File: config.mk
export PLATFORM = sky130hd
export DESIGN_NAME = mshr_file
export DESIGN_NICKNAME = d
export VERILOG_FILES = /design/src/rtl/mshr_pkg.sv /design/src/rtl/mshr_entry.sv /design/src/rtl/mshr_pick.sv /design/src/rtl/mshr_file.sv
export SDC_FILE = /design/constraint.sdc
export NUM_CORES = 1
export LEC_CHECK = 0
export BUFFER_PORTS_ARGS = -buffer_cell sky130_fd_sc_hd__buf_4
export CORE_MARGIN = 5
export CORE_UTILIZATION = 47
export CTS_BUF_LIST = sky130_fd_sc_hd__clkbuf_4
export CTS_CLUSTER_DIAMETER = 50
export CTS_CLUSTER_SIZE = 20
export DETAILED_ROUTE_END_ITERATION = 16
export HOLD_SLACK_MARGIN = 0.15
export PLACE_DENSITY_LB_ADDON = 0.1
export SYNTH_ARGS = -nofsm -noshare
export SYNTH_HDL_FRONTEND = slang
export SYNTH_SLANG_ARGS = --single-unit
File: constraint.sdc
create_clock -name clk_i -period 14 [get_ports clk_i]
set_input_delay 3.5 -clock clk_i [delete_from_list [all_inputs] [get_ports clk_i]]
set_output_delay 3.5 -clock clk_i [all_outputs]
set_load 0.01 [all_outputs]
File: src/rtl/mshr_pkg.sv
package mshr_pkg;
  typedef enum logic [2:0] {
    CMD_NOP    = 3'd0,
    CMD_ALLOC  = 3'd1,
    CMD_RETRY  = 3'd2,
    CMD_FRONT  = 3'd3,
    CMD_FREE   = 3'd4,
    CMD_SQUASH = 3'd5
  } cmd_e;
endpackage

File: src/rtl/mshr_entry.sv
module mshr_entry #(
  parameter int ADDR_W = 16,
  parameter int SIZE_W = 8,
  parameter int TIME_W = 16,
  parameter int TID_W  = 2,
  parameter int RANK_W = 3
) (
  input  logic              clk_i,
  input  logic              rst_ni,
  input  logic              load_i,
  input  logic [ADDR_W-1:0] addr_i,
  input  logic [SIZE_W-1:0] size_i,
  input  logic [TIME_W-1:0] rdy_i,
  input  logic [TID_W-1:0]  tid_i,
  input  logic              to_wait_i,
  input  logic [RANK_W-1:0] wait_rank_i,
  input  logic              to_svc_i,
  input  logic              kill_i,
  input  logic              ins_en_i,
  input  logic [RANK_W-1:0] ins_pos_i,
  input  logic              front_en_i,
  input  logic [RANK_W-1:0] front_rank_i,
  input  logic [RANK_W-1:0] rm_dec_i,
  output logic              valid_o,
  output logic              svc_o,
  output logic [ADDR_W-1:0] addr_o,
  output logic [SIZE_W-1:0] size_o,
  output logic [TIME_W-1:0] rdy_o,
  output logic [TID_W-1:0]  tid_o,
  output logic [RANK_W-1:0] rank_o
);
  always_ff @(posedge clk_i or negedge rst_ni) begin
    if (!rst_ni) begin
      addr_o <= '0;
      size_o <= '0;
      rdy_o  <= '0;
      tid_o  <= '0;
    end else if (load_i) begin
      addr_o <= addr_i;
      size_o <= size_i;
      rdy_o  <= rdy_i;
      tid_o  <= tid_i;
    end
  end

  always_ff @(posedge clk_i or negedge rst_ni) begin
    if (!rst_ni) begin
      valid_o <= 1'b0;
      svc_o   <= 1'b0;
      rank_o  <= '0;
    end else if (kill_i) begin
      valid_o <= 1'b0;
      svc_o   <= 1'b0;
    end else if (to_svc_i) begin
      svc_o <= 1'b1;
    end else if (to_wait_i) begin
      valid_o <= 1'b1;
      svc_o   <= 1'b0;
      rank_o  <= wait_rank_i;
    end else if (valid_o && !svc_o) begin
      // other waiting entries shift around the one that moved
      if (ins_en_i && rank_o >= ins_pos_i)
        rank_o <= rank_o + RANK_W'(1);
      else if (front_en_i && rank_o < front_rank_i)
        rank_o <= rank_o + RANK_W'(1);
      else
        rank_o <= rank_o - rm_dec_i;
    end
  end
endmodule

File: src/rtl/mshr_pick.sv
module mshr_pick #(
  parameter int N      = 5,
  parameter int RANK_W = 3,
  parameter int IDX_W  = 3
) (
  input  logic [N-1:0]             mask_i,
  input  logic [N-1:0][RANK_W-1:0] rank_i,
  output logic                     found_o,
  output logic [IDX_W-1:0]         idx_o,
  output logic [RANK_W-1:0]        rank_o
);
  always_comb begin
    found_o = 1'b0;
    idx_o   = '0;
    rank_o  = '0;
    for (int i = 0; i < N; i++) begin
      if (mask_i[i] && (!found_o || rank_i[i] < rank_o)) begin
        found_o = 1'b1;
        idx_o   = IDX_W'(i);
        rank_o  = rank_i[i];
      end
    end
  end
endmodule

File: src/rtl/mshr_file.sv
module mshr_file
  import mshr_pkg::*;
#(
  parameter int N_NOM  = 4,
  parameter int N_RSV  = 2,
  parameter int ADDR_W = 16,
  parameter int SIZE_W = 8,
  parameter int TIME_W = 16,
  parameter int TID_W  = 2,
  localparam int POOL   = N_NOM + N_RSV - 1,
  localparam int IDX_W  = $clog2(POOL),
  localparam int RANK_W = IDX_W,
  localparam int CNT_W  = $clog2(POOL + 1)
) (
  input  logic              clk_i,
  input  logic              rst_ni,
  input  logic [2:0]        cmd_i,
  input  logic [IDX_W-1:0]  cmd_idx_i,
  input  logic [TID_W-1:0]  cmd_tid_i,
  input  logic [ADDR_W-1:0] alloc_addr_i,
  input  logic [SIZE_W-1:0] alloc_size_i,
  input  logic [TIME_W-1:0] alloc_rdy_i,
  input  logic [TID_W-1:0]  alloc_tid_i,
  output logic [IDX_W-1:0]  alloc_idx_o,
  output logic              free_avail_o,
  output logic              full_o,
  output logic              issue_valid_o,
  input  logic              issue_ready_i,
  input  logic              issue_noresp_i,
  output logic [IDX_W-1:0]  issue_idx_o,
  output logic [ADDR_W-1:0] issue_addr_o,
  output logic [SIZE_W-1:0] issue_size_o,
  output logic [TID_W-1:0]  issue_tid_o,
  input  logic [ADDR_W-1:0] lk_addr_i,
  input  logic [SIZE_W-1:0] lk_size_i,
  output logic              ex_hit_o,
  output logic [IDX_W-1:0]  ex_idx_o,
  output logic [POOL-1:0]   ex_mask_o,
  output logic              rg_hit_o,
  output logic [IDX_W-1:0]  rg_idx_o,
  output logic [CNT_W-1:0]  alloc_cnt_o,
  output logic [CNT_W-1:0]  svc_cnt_o,
  output logic [TIME_W-1:0] time_o
);
  logic [POOL-1:0]             e_valid, e_svc, e_wait;
  logic [POOL-1:0][ADDR_W-1:0] e_addr;
  logic [POOL-1:0][SIZE_W-1:0] e_size;
  logic [POOL-1:0][TIME_W-1:0] e_rdy;
  logic [POOL-1:0][TID_W-1:0]  e_tid;
  logic [POOL-1:0][RANK_W-1:0] e_rank;

  logic [POOL-1:0] load, to_wait, to_svc, kill, rm_wait, tgt, free_sel, iss_sel, sq_mask;
  logic [POOL-1:0] iss_mask, rg_mask, ins_mask;
  logic [POOL-1:0][RANK_W-1:0] rm_dec;

  logic [TIME_W-1:0] time_q;
  logic [CNT_W-1:0]  wait_cnt;
  logic              iss_found, ins_found, rg_found;
  logic [IDX_W-1:0]  iss_idx, rg_idx_w, ins_idx_unused;
  logic [RANK_W-1:0] iss_rank_unused, rg_rank_unused, ins_rank, ins_pos, wait_rank, tgt_rank;
  logic [TIME_W-1:0] ins_rdy, tgt_rdy;
  logic              tgt_valid, tgt_svc, tgt_wait;
  logic              fire, alloc_go, retry_go, front_go, free_go;
  cmd_e              cmd;

  assign cmd    = cmd_e'(cmd_i);
  assign e_wait = e_valid & ~e_svc;

  always_ff @(posedge clk_i or negedge rst_ni) begin
    if (!rst_ni) time_q <= '0;
    else         time_q <= time_q + TIME_W'(1);
  end
  assign time_o = time_q;

  // counts and free slot
  always_comb begin
    alloc_cnt_o  = '0;
    svc_cnt_o    = '0;
    wait_cnt     = '0;
    free_avail_o = 1'b0;
    alloc_idx_o  = '0;
    for (int i = POOL - 1; i >= 0; i--) begin
      alloc_cnt_o = alloc_cnt_o + CNT_W'(e_valid[i]);
      svc_cnt_o   = svc_cnt_o + CNT_W'(e_svc[i]);
      wait_cnt    = wait_cnt + CNT_W'(e_wait[i]);
      if (!e_valid[i]) begin
        free_avail_o = 1'b1;
        alloc_idx_o  = IDX_W'(i);
      end
    end
  end
  assign full_o = alloc_cnt_o >= CNT_W'(N_NOM);

  // command target decode
  always_comb begin
    tgt_valid = 1'b0;
    tgt_svc   = 1'b0;
    tgt_rdy   = '0;
    tgt_rank  = '0;
    for (int i = 0; i < POOL; i++) begin
      tgt[i]      = (cmd_idx_i == IDX_W'(i));
      free_sel[i] = free_avail_o && (alloc_idx_o == IDX_W'(i));
      sq_mask[i]  = (cmd == CMD_SQUASH) && e_wait[i] && (e_tid[i] == cmd_tid_i);
      if (tgt[i]) begin
        tgt_valid = e_valid[i];
        tgt_svc   = e_svc[i];
        tgt_rdy   = e_rdy[i];
        tgt_rank  = e_rank[i];
      end
    end
  end
  assign tgt_wait = tgt_valid && !tgt_svc;

  // lookups and issue candidates
  always_comb begin
    for (int i = 0; i < POOL; i++) begin
      logic [ADDR_W:0] ea, qa;
      ea = {1'b0, e_addr[i]};
      qa = {1'b0, lk_addr_i};
      ex_mask_o[i] = e_valid[i] && (e_addr[i] == lk_addr_i);
      if (ea < qa) rg_mask[i] = e_wait[i] && (ea + (ADDR_W+1)'(e_size[i]) > qa);
      else         rg_mask[i] = e_wait[i] && (qa + (ADDR_W+1)'(lk_size_i) > ea);
      iss_mask[i] = e_wait[i] && (e_rdy[i] <= time_q);
      ins_mask[i] = e_wait[i] && (e_rdy[i] > ins_rdy);
    end
  end

  always_comb begin
    ex_hit_o = 1'b0;
    ex_idx_o = '0;
    for (int i = POOL - 1; i >= 0; i--) begin
      if (ex_mask_o[i]) begin
        ex_hit_o = 1'b1;
        ex_idx_o = IDX_W'(i);
      end
    end
  end

  mshr_pick #(.N(POOL), .RANK_W(RANK_W), .IDX_W(IDX_W)) u_pick_iss (
    .mask_i(iss_mask), .rank_i(e_rank), .found_o(iss_found), .idx_o(iss_idx), .rank_o(iss_rank_unused)
  );
  mshr_pick #(.N(POOL), .RANK_W(RANK_W), .IDX_W(IDX_W)) u_pick_rg (
    .mask_i(rg_mask), .rank_i(e_rank), .found_o(rg_found), .idx_o(rg_idx_w), .rank_o(rg_rank_unused)
  );
  mshr_pick #(.N(POOL), .RANK_W(RANK_W), .IDX_W(IDX_W)) u_pick_ins (
    .mask_i(ins_mask), .rank_i(e_rank), .found_o(ins_found), .idx_o(ins_idx_unused), .rank_o(ins_rank)
  );
  assign rg_hit_o = rg_found;
  assign rg_idx_o = rg_idx_w;

  // new waiting entry goes before the first entry with a later ready time
  assign ins_rdy   = (cmd == CMD_ALLOC) ? alloc_rdy_i : tgt_rdy;
  assign ins_pos   = ins_found ? ins_rank : RANK_W'(wait_cnt);
  assign wait_rank = front_go ? '0 : ins_pos;

  assign issue_valid_o = (cmd == CMD_NOP) && iss_found;
  assign fire          = issue_valid_o && issue_ready_i;
  assign alloc_go      = (cmd == CMD_ALLOC) && free_avail_o;
  assign retry_go      = (cmd == CMD_RETRY) && tgt_svc;
  assign front_go      = (cmd == CMD_FRONT) && tgt_wait;
  assign free_go       = (cmd == CMD_FREE) && tgt_valid;

  always_comb begin
    issue_idx_o  = iss_idx;
    issue_addr_o = '0;
    issue_size_o = '0;
    issue_tid_o  = '0;
    for (int i = 0; i < POOL; i++) begin
      iss_sel[i] = iss_found && (iss_idx == IDX_W'(i));
      if (iss_sel[i]) begin
        issue_addr_o = e_addr[i];
        issue_size_o = e_size[i];
        issue_tid_o  = e_tid[i];
      end
      load[i]    = alloc_go && free_sel[i];
      to_wait[i] = load[i] || ((retry_go || front_go) && tgt[i]);
      to_svc[i]  = fire && iss_sel[i] && !issue_noresp_i;
      kill[i]    = (fire && iss_sel[i] && issue_noresp_i) || (free_go && tgt[i]) || sq_mask[i];
      rm_wait[i] = e_wait[i] && ((fire && iss_sel[i]) || (free_go && tgt[i]) || sq_mask[i]);
    end
  end

  // close the gaps left by removed waiting entries
  always_comb begin
    for (int i = 0; i < POOL; i++) begin
      rm_dec[i] = '0;
      for (int j = 0; j < POOL; j++)
        if (rm_wait[j] && e_rank[j] < e_rank[i]) rm_dec[i] = rm_dec[i] + RANK_W'(1);
    end
  end

  for (genvar g = 0; g < POOL; g++) begin : g_ent
    mshr_entry #(
      .ADDR_W(ADDR_W), .SIZE_W(SIZE_W), .TIME_W(TIME_W), .TID_W(TID_W), .RANK_W(RANK_W)
    ) u_ent (
      .clk_i       (clk_i),
      .rst_ni      (rst_ni),
      .load_i      (load[g]),
      .addr_i      (alloc_addr_i),
      .size_i      (alloc_size_i),
      .rdy_i       (alloc_rdy_i),
      .tid_i       (alloc_tid_i),
      .to_wait_i   (to_wait[g]),
      .wait_rank_i (wait_rank),
      .to_svc_i    (to_svc[g]),
      .kill_i      (kill[g]),
      .ins_en_i    (alloc_go || retry_go),
      .ins_pos_i   (ins_pos),
      .front_en_i  (front_go),
      .front_rank_i(tgt_rank),
      .rm_dec_i    (rm_dec[g]),
      .valid_o     (e_valid[g]),
      .svc_o       (e_svc[g]),
      .addr_o      (e_addr[g]),
      .size_o      (e_size[g]),
      .rdy_o       (e_rdy[g]),
      .tid_o       (e_tid[g]),
      .rank_o      (e_rank[g])
    );
  end
endmodule

# [After elaboration in Yosys (flattened, before gate mapping)]
# Index checks and enable logic that the tools add are counted.
[word_totals] in_bits=78 register_bits=251
[classes] add_sub_neg=49 n_eq_ne=32 n_reduce_logical=226 n_lt_le_gt_ge=73 bitwise=12 n_mux=174
[ops] operator="$mux W3" n=71
[ops] operator="$mux W16" n=11
[ops] operator="$gt A17 B16 Y1" n=10
[ops] operator="$logic_and A1 B1 Y1" n=139
[ops] operator="$lt A3 B3 Y1" n=42
[ops] operator="$add A16 B8 Y17" n=6
[ops] operator="$eq A16 B16 Y1" n=5
[ops] operator="$gt A16 B16 Y1" n=5
[ops] operator="$le A16 B16 Y1" n=5
[ops] operator="$lt A16 B16 Y1" n=5
[ops] operator="$mux W1" n=77
[ops] operator="$add A3 B1 Y3 const B" n=24
[ops] operator="$mux W8" n=5
[ops] operator="$logic_or A1 B1 Y1" n=39
[ops] operator="$eq A3 B2 Y1 const B" n=8
[ops] operator="$mux W2" n=10
[ops] operator="$reduce_bool A2 Y1" n=10
[ops] operator="$logic_not A1 Y1" n=19
[ops] operator="$add A3 B1 Y3" n=6
[ops] operator="$add A16 B1 Y16 const B" n=1
[ops] operator="$eq A3 B3 Y1 const B" n=5
[ops] operator="$ge A3 B3 Y1" n=5
[ops] operator="$reduce_and A3 Y1" n=5
[ops] operator="$reduce_bool A3 Y1" n=5
[ops] operator="13 further kinds" n=48

# [Logic depth before layout (Yosys ltp)]
# Gate-level depths: netlist of run 1.
[logic_depth] depth_word=41 ltp_mapped=51 ltp_nobuf=48

# [By module]
# From an unflattened synthesis of run 1, not the netlist that was laid out.
[hier_totals] hier_cells=3110 hier_area_um2=28863.9
[by_module_without_submodules] mod="mshr_file" area_each_um2=16554.6 n_inst=1 cells_each=2142
[by_module_without_submodules] mod="mshr_entry" area_each_um2=2103.3 n_inst=5 cells_each=148
[by_module_without_submodules] mod="mshr_pick at u_pick_ins ..." area_each_um2=574.3 n_inst=2 cells_each=70
[by_module_without_submodules] mod="mshr_pick at u_pick_iss" area_each_um2=644.4 n_inst=1 cells_each=88

# [Worst setup path after synthesis of run 1]
# No wires, ideal clock.
[synth_path] path_type="input to output" from="input lk_addr_i[1]" to="output rg_idx_o[2]" required_time_ns=10.500 path_buffers=0 stages=40 slack_ns=-0.755 arrival_time_ns=11.255 cell_sequence="ha_1 -> a21o_1 -> a21oi_1 -> o21bai_1 -> a21oi_1 -> o21bai_1 -> a21oi_1 -> nor2b_1 -> o21ai_0 -> or3_1 -> nor2_1 -> xnor2_1 -> ha_1 -> nand4_1 -> nor3_1 -> a21oi_1 -> o21ai_0 -> a31oi_1 -> [4 not listed] -> a21o_1 -> a211o_1 -> mux2i_1 -> inv_1 -> ha_1 -> o21a_1 -> nor2_1 -> o21ai_0 -> o21ai_1 -> mux2i_1 -> ha_1 -> o2111ai_1 -> o221ai_1 -> mux2_2 -> ha_1 -> a2111oi_0 -> and3_1 -> a32o_1"
[synth_between] elab_chain_cells=21 word_cells_on_any_way=56 cone_classes="add/sub (1); order compare (19); mux (14); reduce/logical (22)"
[synth_lines] item="start, declared" line="mshr_file.sv:34" text="input logic [ADDR_W-1:0] lk_addr_i,"
[synth_lines] item="$add A16 B8 Y17" line="mshr_file.sv:122" text="else rg_mask[i] = e_wait[i] && (qa + (ADDR_W+1)'(lk_size_i) > ea);"
[synth_lines] item="$gt A17 B16 Y1" line="mshr_file.sv:122"
[synth_lines] item="$logic_and A1 B1 Y1" line="mshr_file.sv:122"
[synth_lines] item="$mux W1" line="mshr_file.sv:121" text="if (ea < qa) rg_mask[i] = e_wait[i] && (ea + (ADDR_W+1)'(e_size[i]) > qa);"
[synth_lines] item="$mux W3 / $mux W1 (equally long branches)" line="mshr_pick.sv:17" text="if (mask_i[i] && (!found_o || rank_i[i] < rank_o)) begin"
[synth_lines] item="$lt A3 B3 Y1 / $logic_not A1 Y1 (equally long branches)" line="mshr_pick.sv:17"
[synth_lines] item="$logic_or A1 B1 Y1" line="mshr_pick.sv:17"
[synth_lines] item="$logic_and A1 B1 Y1" line="mshr_pick.sv:17"
[synth_lines] item="[5 not listed]"
[synth_lines] item="$lt A3 B3 Y1 / $logic_not A1 Y1 (equally long branches)" line="mshr_pick.sv:17"
[synth_lines] item="$logic_or A1 B1 Y1" line="mshr_pick.sv:17"
[synth_lines] item="$logic_and A1 B1 Y1" line="mshr_pick.sv:17"
[synth_lines] item="$mux W3 / $mux W1 (equally long branches)" line="mshr_pick.sv:17"
[synth_lines] item="$lt A3 B3 Y1 / $logic_not A1 Y1 (equally long branches)" line="mshr_pick.sv:17"
[synth_lines] item="$logic_or A1 B1 Y1" line="mshr_pick.sv:17"
[synth_lines] item="$logic_and A1 B1 Y1 (*)" line="mshr_pick.sv:17"
[synth_lines] item="$mux W3 (*)" line="mshr_pick.sv:17"
[synth_lines] item="end, declared" line="mshr_file.sv:40" text="output logic [IDX_W-1:0] rg_idx_o,"
# Every way passes the cells marked *; elsewhere a longest branch is shown, timed or not.

# [Worst setup path after layout of run 1]
[layout_path] from="input lk_size_i[1]" to="output rg_idx_o[2]"
[layout_between] elab_chain_cells=21 word_cells_on_any_way=41 cone_classes="add/sub (1); order compare (9); mux (14); reduce/logical (17)"
[layout_lines] item="start, declared" line="mshr_file.sv:35" text="input logic [SIZE_W-1:0] lk_size_i,"
[layout_lines] item="$add A16 B8 Y17 (*)" line="mshr_file.sv:122"
[layout_lines] item="$gt A17 B16 Y1" line="mshr_file.sv:122"
[layout_lines] item="$logic_and A1 B1 Y1" line="mshr_file.sv:122"
[layout_lines] item="$mux W1" line="mshr_file.sv:121"
[layout_lines] item="$mux W3 / $mux W1 (equally long branches)" line="mshr_pick.sv:17"
[layout_lines] item="$lt A3 B3 Y1 / $logic_not A1 Y1 (equally long branches)" line="mshr_pick.sv:17"
[layout_lines] item="$logic_or A1 B1 Y1" line="mshr_pick.sv:17"
[layout_lines] item="$logic_and A1 B1 Y1" line="mshr_pick.sv:17"
[layout_lines] item="[5 not listed]"
[layout_lines] item="$lt A3 B3 Y1 / $logic_not A1 Y1 (equally long branches)" line="mshr_pick.sv:17"
[layout_lines] item="$logic_or A1 B1 Y1" line="mshr_pick.sv:17"
[layout_lines] item="$logic_and A1 B1 Y1" line="mshr_pick.sv:17"
[layout_lines] item="$mux W3 / $mux W1 (equally long branches)" line="mshr_pick.sv:17"
[layout_lines] item="$lt A3 B3 Y1 / $logic_not A1 Y1 (equally long branches)" line="mshr_pick.sv:17"
[layout_lines] item="$logic_or A1 B1 Y1" line="mshr_pick.sv:17"
[layout_lines] item="$logic_and A1 B1 Y1 (*)" line="mshr_pick.sv:17"
[layout_lines] item="$mux W3 (*)" line="mshr_pick.sv:17"
# Marks and branches as above.

==> results of run 1 <==
-- Yosys cell counts (55+ instances only) --
| cell type | number |
|---|---|
| dfrtp_1 | 251 |
| nand4_1 | 85 |
| mux2_2 | 135 |
| ha_1 | 556 |
| a21o_1 | 89 |
| o21a_1 | 61 |
| a21oi_1 | 211 |
| o21ai_0 | 224 |
| clkbuf_1 | 73 |
| nor2_1 | 158 |
| inv_1 | 216 |
| nand3_1 | 55 |
| nor2b_1 | 55 |
| nand2_1 | 237 |
| xnor2_1 | 104 |
-- state kept, by name, indices dropped and copies added, names as in the netlist --
signal / count
time_o: 16
g_ent.u_ent.rank_o: 15
g_ent.u_ent.addr_o: 80
g_ent.u_ent.svc_o: 5
g_ent.u_ent.rdy_o: 80
g_ent.u_ent.tid_o: 10
g_ent.u_ent.size_o: 40
g_ent.u_ent.valid_o: 5
-- per-layer routing --
| metal | track usage [%] | up-vias | share of wire, % |
|---|---|---|---|
| met5 | 0 | - | 0.023 |
| met4 | 9.724 | 4 | 3.0 |
| met3 | 9.076 | 235 | 9.9 |
| met2 | 51.84 | 1230 | 42 |
| met1 | 51.25 | 13120 | 45 |
| li1 | - | 12192 | - |
-- final timing paths --
path / endpoint / depth (start not counted)
setup / recovery: rg_idx_o[2] / 44
hold / removal: time_o[9] / 1
setup reg to reg: g_ent[0].u_ent.rank_o[2] / 44
hold reg to reg: time_o[9] / 1
max in group asynchronous: g_ent[4].u_ent.addr_o[7] / 2
min in group asynchronous: g_ent[3].u_ent.addr_o[12] / 1
-- cells by family after synthesis --
group / synth area share (%)
buffers and inverters: 4.172
adders and majority gates: 26.36
xor gates and xnor gates: 4.086
muxes: 7.879
AOI/OAI and AO/OA: 21.11
DFF: 22.69
and+or+nand+nor: 13.70
-- critical path, delay by kind of cell --
family	cells	cell delay (ps)
multiplexers	3	830
AO/OA/AOI/OAI	25	3840
buffers and inverters	3	320
adder cells (fa/ha/maj)	6	1600
XOR/XNOR	1	90
AND/OR/NAND/NOR	6	1020
-- cell type report --
cell class | count | area, um2
Clock buffer | 45 | 337.8
Fill cell | 5506 | 26720
Antenna cell | 3 | 7.507
Timing Repair Buffer | 331 | 2511
Multi-Input combinational cell | 2550 | 20650
Tap cell | 773 | 967.2
Inverter | 220 | 828.3
Clock inverter | 36 | 381.6
Sequential cell | 251 | 6281
-- timing repair --
action,4_1_cts,5_1_grt
gates resized for setup,15,18
setup buffers,15,11
endpoints found under the setup margin,3,29
pin swaps,35,14
-- cell usage in the layout, fill, tap and decap left out, types with 21 or more instances in the layout --
cell	netlist	routed
ha_1	556	549
buf_4	1	326
dfrtp_1	251	251
nand2_1	237	235
o21ai_0	224	218
inv_1	216	216
a21oi_1	211	203
nor2_1	158	154
mux2_2	135	133
xnor2_1	104	99
a21o_1	89	89
nand4_1	85	85
o21a_1	61	61
nand3_1	55	55
nor2b_1	55	54
nor3_1	51	45
clkbuf_4	0	45
nand2b_1	38	38
mux2i_1	39	36
o21bai_1	28	27
a221oi_1	27	27
a211oi_1	25	25
o211ai_1	21	21
-- metrics by stage --
| stage | std cells | hold WS, ps | setup TNS [ps] |
|---|---|---|---|
| global placement | 4099 | 501.5 | -1791 |
| floorplan | 3105 | 500.7 | 0 |
| detailed placement | 4099 | 505.1 | -2756 |
| global route | 4207 | 542.4 | -3093 |
| CTS | 4195 | 532.5 | -1785 |
| finish | 4209 | 526.8 | -2026 |
==> impl_results.md, run 1 <==
* Status: finished, violations left
* Failing checks: setup timing
* Clock sink count at roughly 250
* DIE AREA at 63850 um2
* Remaining DRCs at 0
* Clock Tree Buf Depth at 3
* Row count at between 80 and 90
* Largest net degree at the start of global routing at about 110
* Via count at approximately 27000
* Post-DP HPWL at ~90000 um
* Post-route ant nets at 0
* Final WL at 115100 um
* Pre-antenna DRT Iters at 5
* Final Util at a little over half
* Initial Util at a little under half
* Vias in the first global route at about 26000
* Min-Delay Path Class: reg -> reg
* Finished Cell Area at about 32000 um2
* Endpoints failing hold at 0
* Worst-path clk slew at 120 ps
* Hold Buf Count CTS at 0
* Mapped Cells at around 3100
* TritonCTS clock tree: yes
* DP Worst Slack at -935.2 ps
* Final slew viol count at 0
* RSZ-0062 raised after global routing: true
* Slew HR at 12.87%
* Synth area leader: ha_1
* Max_cap viols at 0
* Mapped cell area at between 20000 and 30000 um2
* Slew @ Worst Pin at roughly 1300 ps
* Root Buffer: clkbuf_4
* Latest clock arrival within the worst-skew pair at roughly 880 ps
* Final worst slack at -698.0 ps
* Crit. End Element: output port
* Count of final setup violators at 3
* R2R setup slack at 2610 ps
* Yosys synthesis warning count at 0
* DR iter-0 viols at ~2400
* Worst-path fanout max at 3
* WS Path Type: in -> out
* Port Buffers at 147
* CP most frequent cell: a21oi_2
* Worst path required time at 10500 ps
* Share of cells above drive strength 1 at a little under a fifth
* Critical Path Start: lk_size_i[1]
* Number of synthesized flops with an enable pin at 0
* Netlist cell types at 89
* WL/cell at around 27 um
* Ys flop type: dfrtp_1
* First-pass GRT wire length at 170400 um
* Clock skew at ~63 ps
* Nets at roughly 4000
* CP max stage delay at 430 ps
* Fmax achieved at a little under 0.07 GHz
* Final period util at 105.0%
* Chip height at ~250 um
* Register bit total from synthesis at 251
* Reg2Reg Launch Point: time_o[15]
* Initial antenna violation count at 3
* Share of flip-flops with an asynchronous set or reset at 100.0%
* Sequential cell area fraction in the yosys report at between 20% and 30%
* Core Footprint at just under 60000 um2
* Syn Area/Cell at approximately 8.9 um2
* Grt total ovfl at 0
* CTS buffer count at 45
* Area growth from synthesis to layout at 15.47%
* Die W at ~250 um
* Hold Startpoint: time_o[9]
* Startpoint Class: primary input
* GPL Wtd Cong at just over 1
* Tot GR Track Use at about a third
* Slowest CP cell: or3_4
* CTS H-tree depth at 2
* Synth area leaders: ha_1 (25%), dfrtp_1 (23%), mux2_2 (5.5%), o21ai_0 (4.1%), a21oi_1 (3.8%)
* Minimum clock period at 14700 ps
* Arrival @ worst endpoint at about 11000 ps
* Post-DP Area at approximately 31000 um2
* Top-area cell type share of the netlist area at between 20 and 30%
* Syn Nets at approximately 3800
* Io pins at between 100 and 150
* Via-per-instance ratio at around 6.4
Power of run 1 is not shown: default switching activity piles up to over one toggle a cycle in this logic, so the estimate is an artifact.
==> inputs of run 2 (changes only) <==
Settings changed: CORE_MARGIN 5 to unset, CORE_UTILIZATION 47 to 59, SYNTH_HIERARCHICAL set to 1.
==> impl_results.md, run 2 <==
* Reg2reg path depth at 47 (+6.8%)
* Endpoints failing hold at 0 (unchanged)
* Fmax achieved at 0.07123 GHz (+4.7%)
* Syn Nets at 3747 (-0.24%)
* Yosys synthesis warning count at 6 (+6)
* Initial Util at 59.98% (+13 points)
* CTS H-tree depth at 2 (unchanged)
* Clock skew at 47.77 ps (-15.31 ps)
* Slew @ Worst Pin at 1200 ps (-103.2 ps)
* CTS buffer count at 35 (-22%)
* Die W at 222.8 um (-12%)
* Core Footprint at 47950 um2 (-18%)
* Io pins at 148 (unchanged)
* Regs by FF count: g_ent.u_ent/addr_o: 80 flops, g_ent.u_ent/rdy_o: 80 flops, g_ent.u_ent/size_o: 40 flops
* Initial antenna violation count at 3 (unchanged)
* Commonest non-fill, non-tap cell in the layout: ha_1
* Port Buffers at 147 (unchanged)
* CP most frequent cell: buf_4
* Final worst slack at -38.09 ps (+659.9 ps)
* Maximum VDD drop at 232.8 uV
* Worst-path fanout max at 4 (+1)
* Slowest CP cell: fa_2
* Final slew viol count at 0 (unchanged)
* Multi-input logic area at 21450 um2 (+3.9%)
* Largest net degree at the start of global routing at 104 (-8.0%)
* DP Worst Slack at -357.8 ps (+577.4 ps)
* Post-route ant nets at 0 (unchanged)
* Clock Tree Buf Depth at 3 (unchanged)
* Failing checks: setup timing
* Via-per-instance ratio at 6.703 (+5.3%)
* Post-DP Area at 31290 um2 (+1.4%)
* DR iter-0 viols at 2361 (-2.0%)
* Final WL at 104100 um (-9.5%)
* WS Path Type: in -> out
* Area growth from synthesis to layout at 12.40%
* Pre-antenna DRT Iters at 6 (+1)
* CP max stage delay at 340 ps (-90 ps)
* RSZ-0062 raised after global routing: true
* TritonCTS clock tree: yes
* Via count at 26739 (-0.16%)
* WL/cell at 26.10 um (-4.5%)
* Clock sink count at 251 (unchanged)
* Startpoint Class: primary input
* Worst-path clk slew at 130 ps (about the same)
* Nets at 3998 (-1.3%)
* WHS Path Cells at 1 (unchanged)
* Dpl cells at 3911 (-4.6%)
* Minimum clock period at 14040 ps (-659.9 ps)
* Status: finished, violations left
* Worst hold slack at 536.3 ps (+9.452 ps)
* Slew HR at 19.12% (+6.3 points)
* Non-Filler Instances at 3989 (-5.2%)
* Latest clock arrival within the worst-skew pair at 830 ps (-50 ps)
* DIE AREA at 49630 um2 (-22%)
* Vias in the first global route at 27083 (+3.2%)
* Min-Delay Path Class: reg -> reg
* Finished Cell Area at 32320 um2 (+1.1%)
* Reg area at 6281 um2 (unchanged)
* GPL Wtd Cong at 1.082 (+7.1%)
* Total Power at 9.366 mW
* Share of cells above drive strength 1 at 22.24% (+3.4 points)
* Remaining DRCs at 0 (unchanged)
* Mapped Cells at 3096 (-0.29%)
* Chip height at 222.8 um (-12%)
* Final period util at 100.3% (-4.7 points)
* # fillers at 3821 (-31%)
* Leakage at 15.24 nW
* Power Dens Cells at between 200 and 300 nW/um2
* Grt total ovfl at 0 (unchanged)
* Tot GR Track Use at 41.41% (+6.2 points)
* Worst path required time at 10500 ps (about the same)
* Hold Buf Count CTS at 0 (unchanged)
* Syn Area/Cell at 9.288 um2 (+4.2%)
* First-pass GRT wire length at 156700 um (-8.0%)
* Count of final setup violators at 2 (-1)
* Crit. End Element: output port
* Mapped cell area at 28760 um2 (+3.9%)
* Root Buffer: clkbuf_4
* Commonest non-fill, non-tap cells in the layout: ha_1 (547), inv_1 (282), buf_4 (272), dfrtp_1 (251), mux2_2 (215)
* Post-DP HPWL at 81300 um (-9.3%)
* Row count at 80 (-10%)
* Max_cap viols at 0 (unchanged)
* Arrival @ worst endpoint at 10540 ps (-660 ps)
[run 2: metal layers]
layer | global-route usage, % | part of all wire [%]
met3 | 7.643 | 8.1
met2 | 68.51 | 46
met5 | 0 | 0
met4 | 27.14 | 7.2
met1 | 49.24 | 38
[run 2: stage by stage]
stage	setup TNS, ps	util (%)
finish	-54.92	67.41
detailed placement	-1017	65.26
global placement	-221.0	65.26
CTS	0	66.72
global route	-926.6	67.41
floorplan	0	-
[run 2: timing repair]
item	in CTS	in global routing
setup buffers	3	11
pin swaps	13	20
cloned	0	0
endpoints found under the setup margin	19	29
gates resized for setup	25	46
[run 2: layout make-up]
type                       count  area share [%]
clock buffer                  38          0.8826
sequential                   251           19.43
inverter                     286           3.321
clock inverter                24          0.8361
multi-input combinational   2490           66.36
timing repair buffer         283           6.767
antenna                        2         0.01548
tap                          615           2.381
[run 2: path summary, 6_finish.rpt]
path / startpoint / endpoint / slack, ps
max in group asynchronous: rst_ni / g_ent[1].u_ent/addr_o[6] / 9690
max: lk_addr_i[0] / rg_idx_o[0] / -40
min: time_o[6] / time_o[6] / 540
min reg2reg: time_o[6] / time_o[6] / 540
min in group asynchronous: rst_ni / time_o[8] / 2710
max reg2reg: time_o[13] / g_ent[0].u_ent/rank_o[2] / 2170
[run 2: power breakdown]
group / internal, mW / switching [mW]
sequential: 1.02 / 0.542
clock: 0.195 / 0.346
combinational: 3.15 / 4.12
total: 4.36 / 5.01
[run 2: worst max-delay path, delay by kind of cell]
kind | cells | cell delay, ps
buffers and inverters | 8 | 1010
adder cells (fa/ha/maj) | 7 | 1900
multiplexers | 2 | 360
AND/OR/NAND/NOR | 8 | 1190
AO/OA/AOI/OAI | 16 | 2420
XOR/XNOR | 1 | 170
No activity file was read; power rests on OpenSTA's default activity.
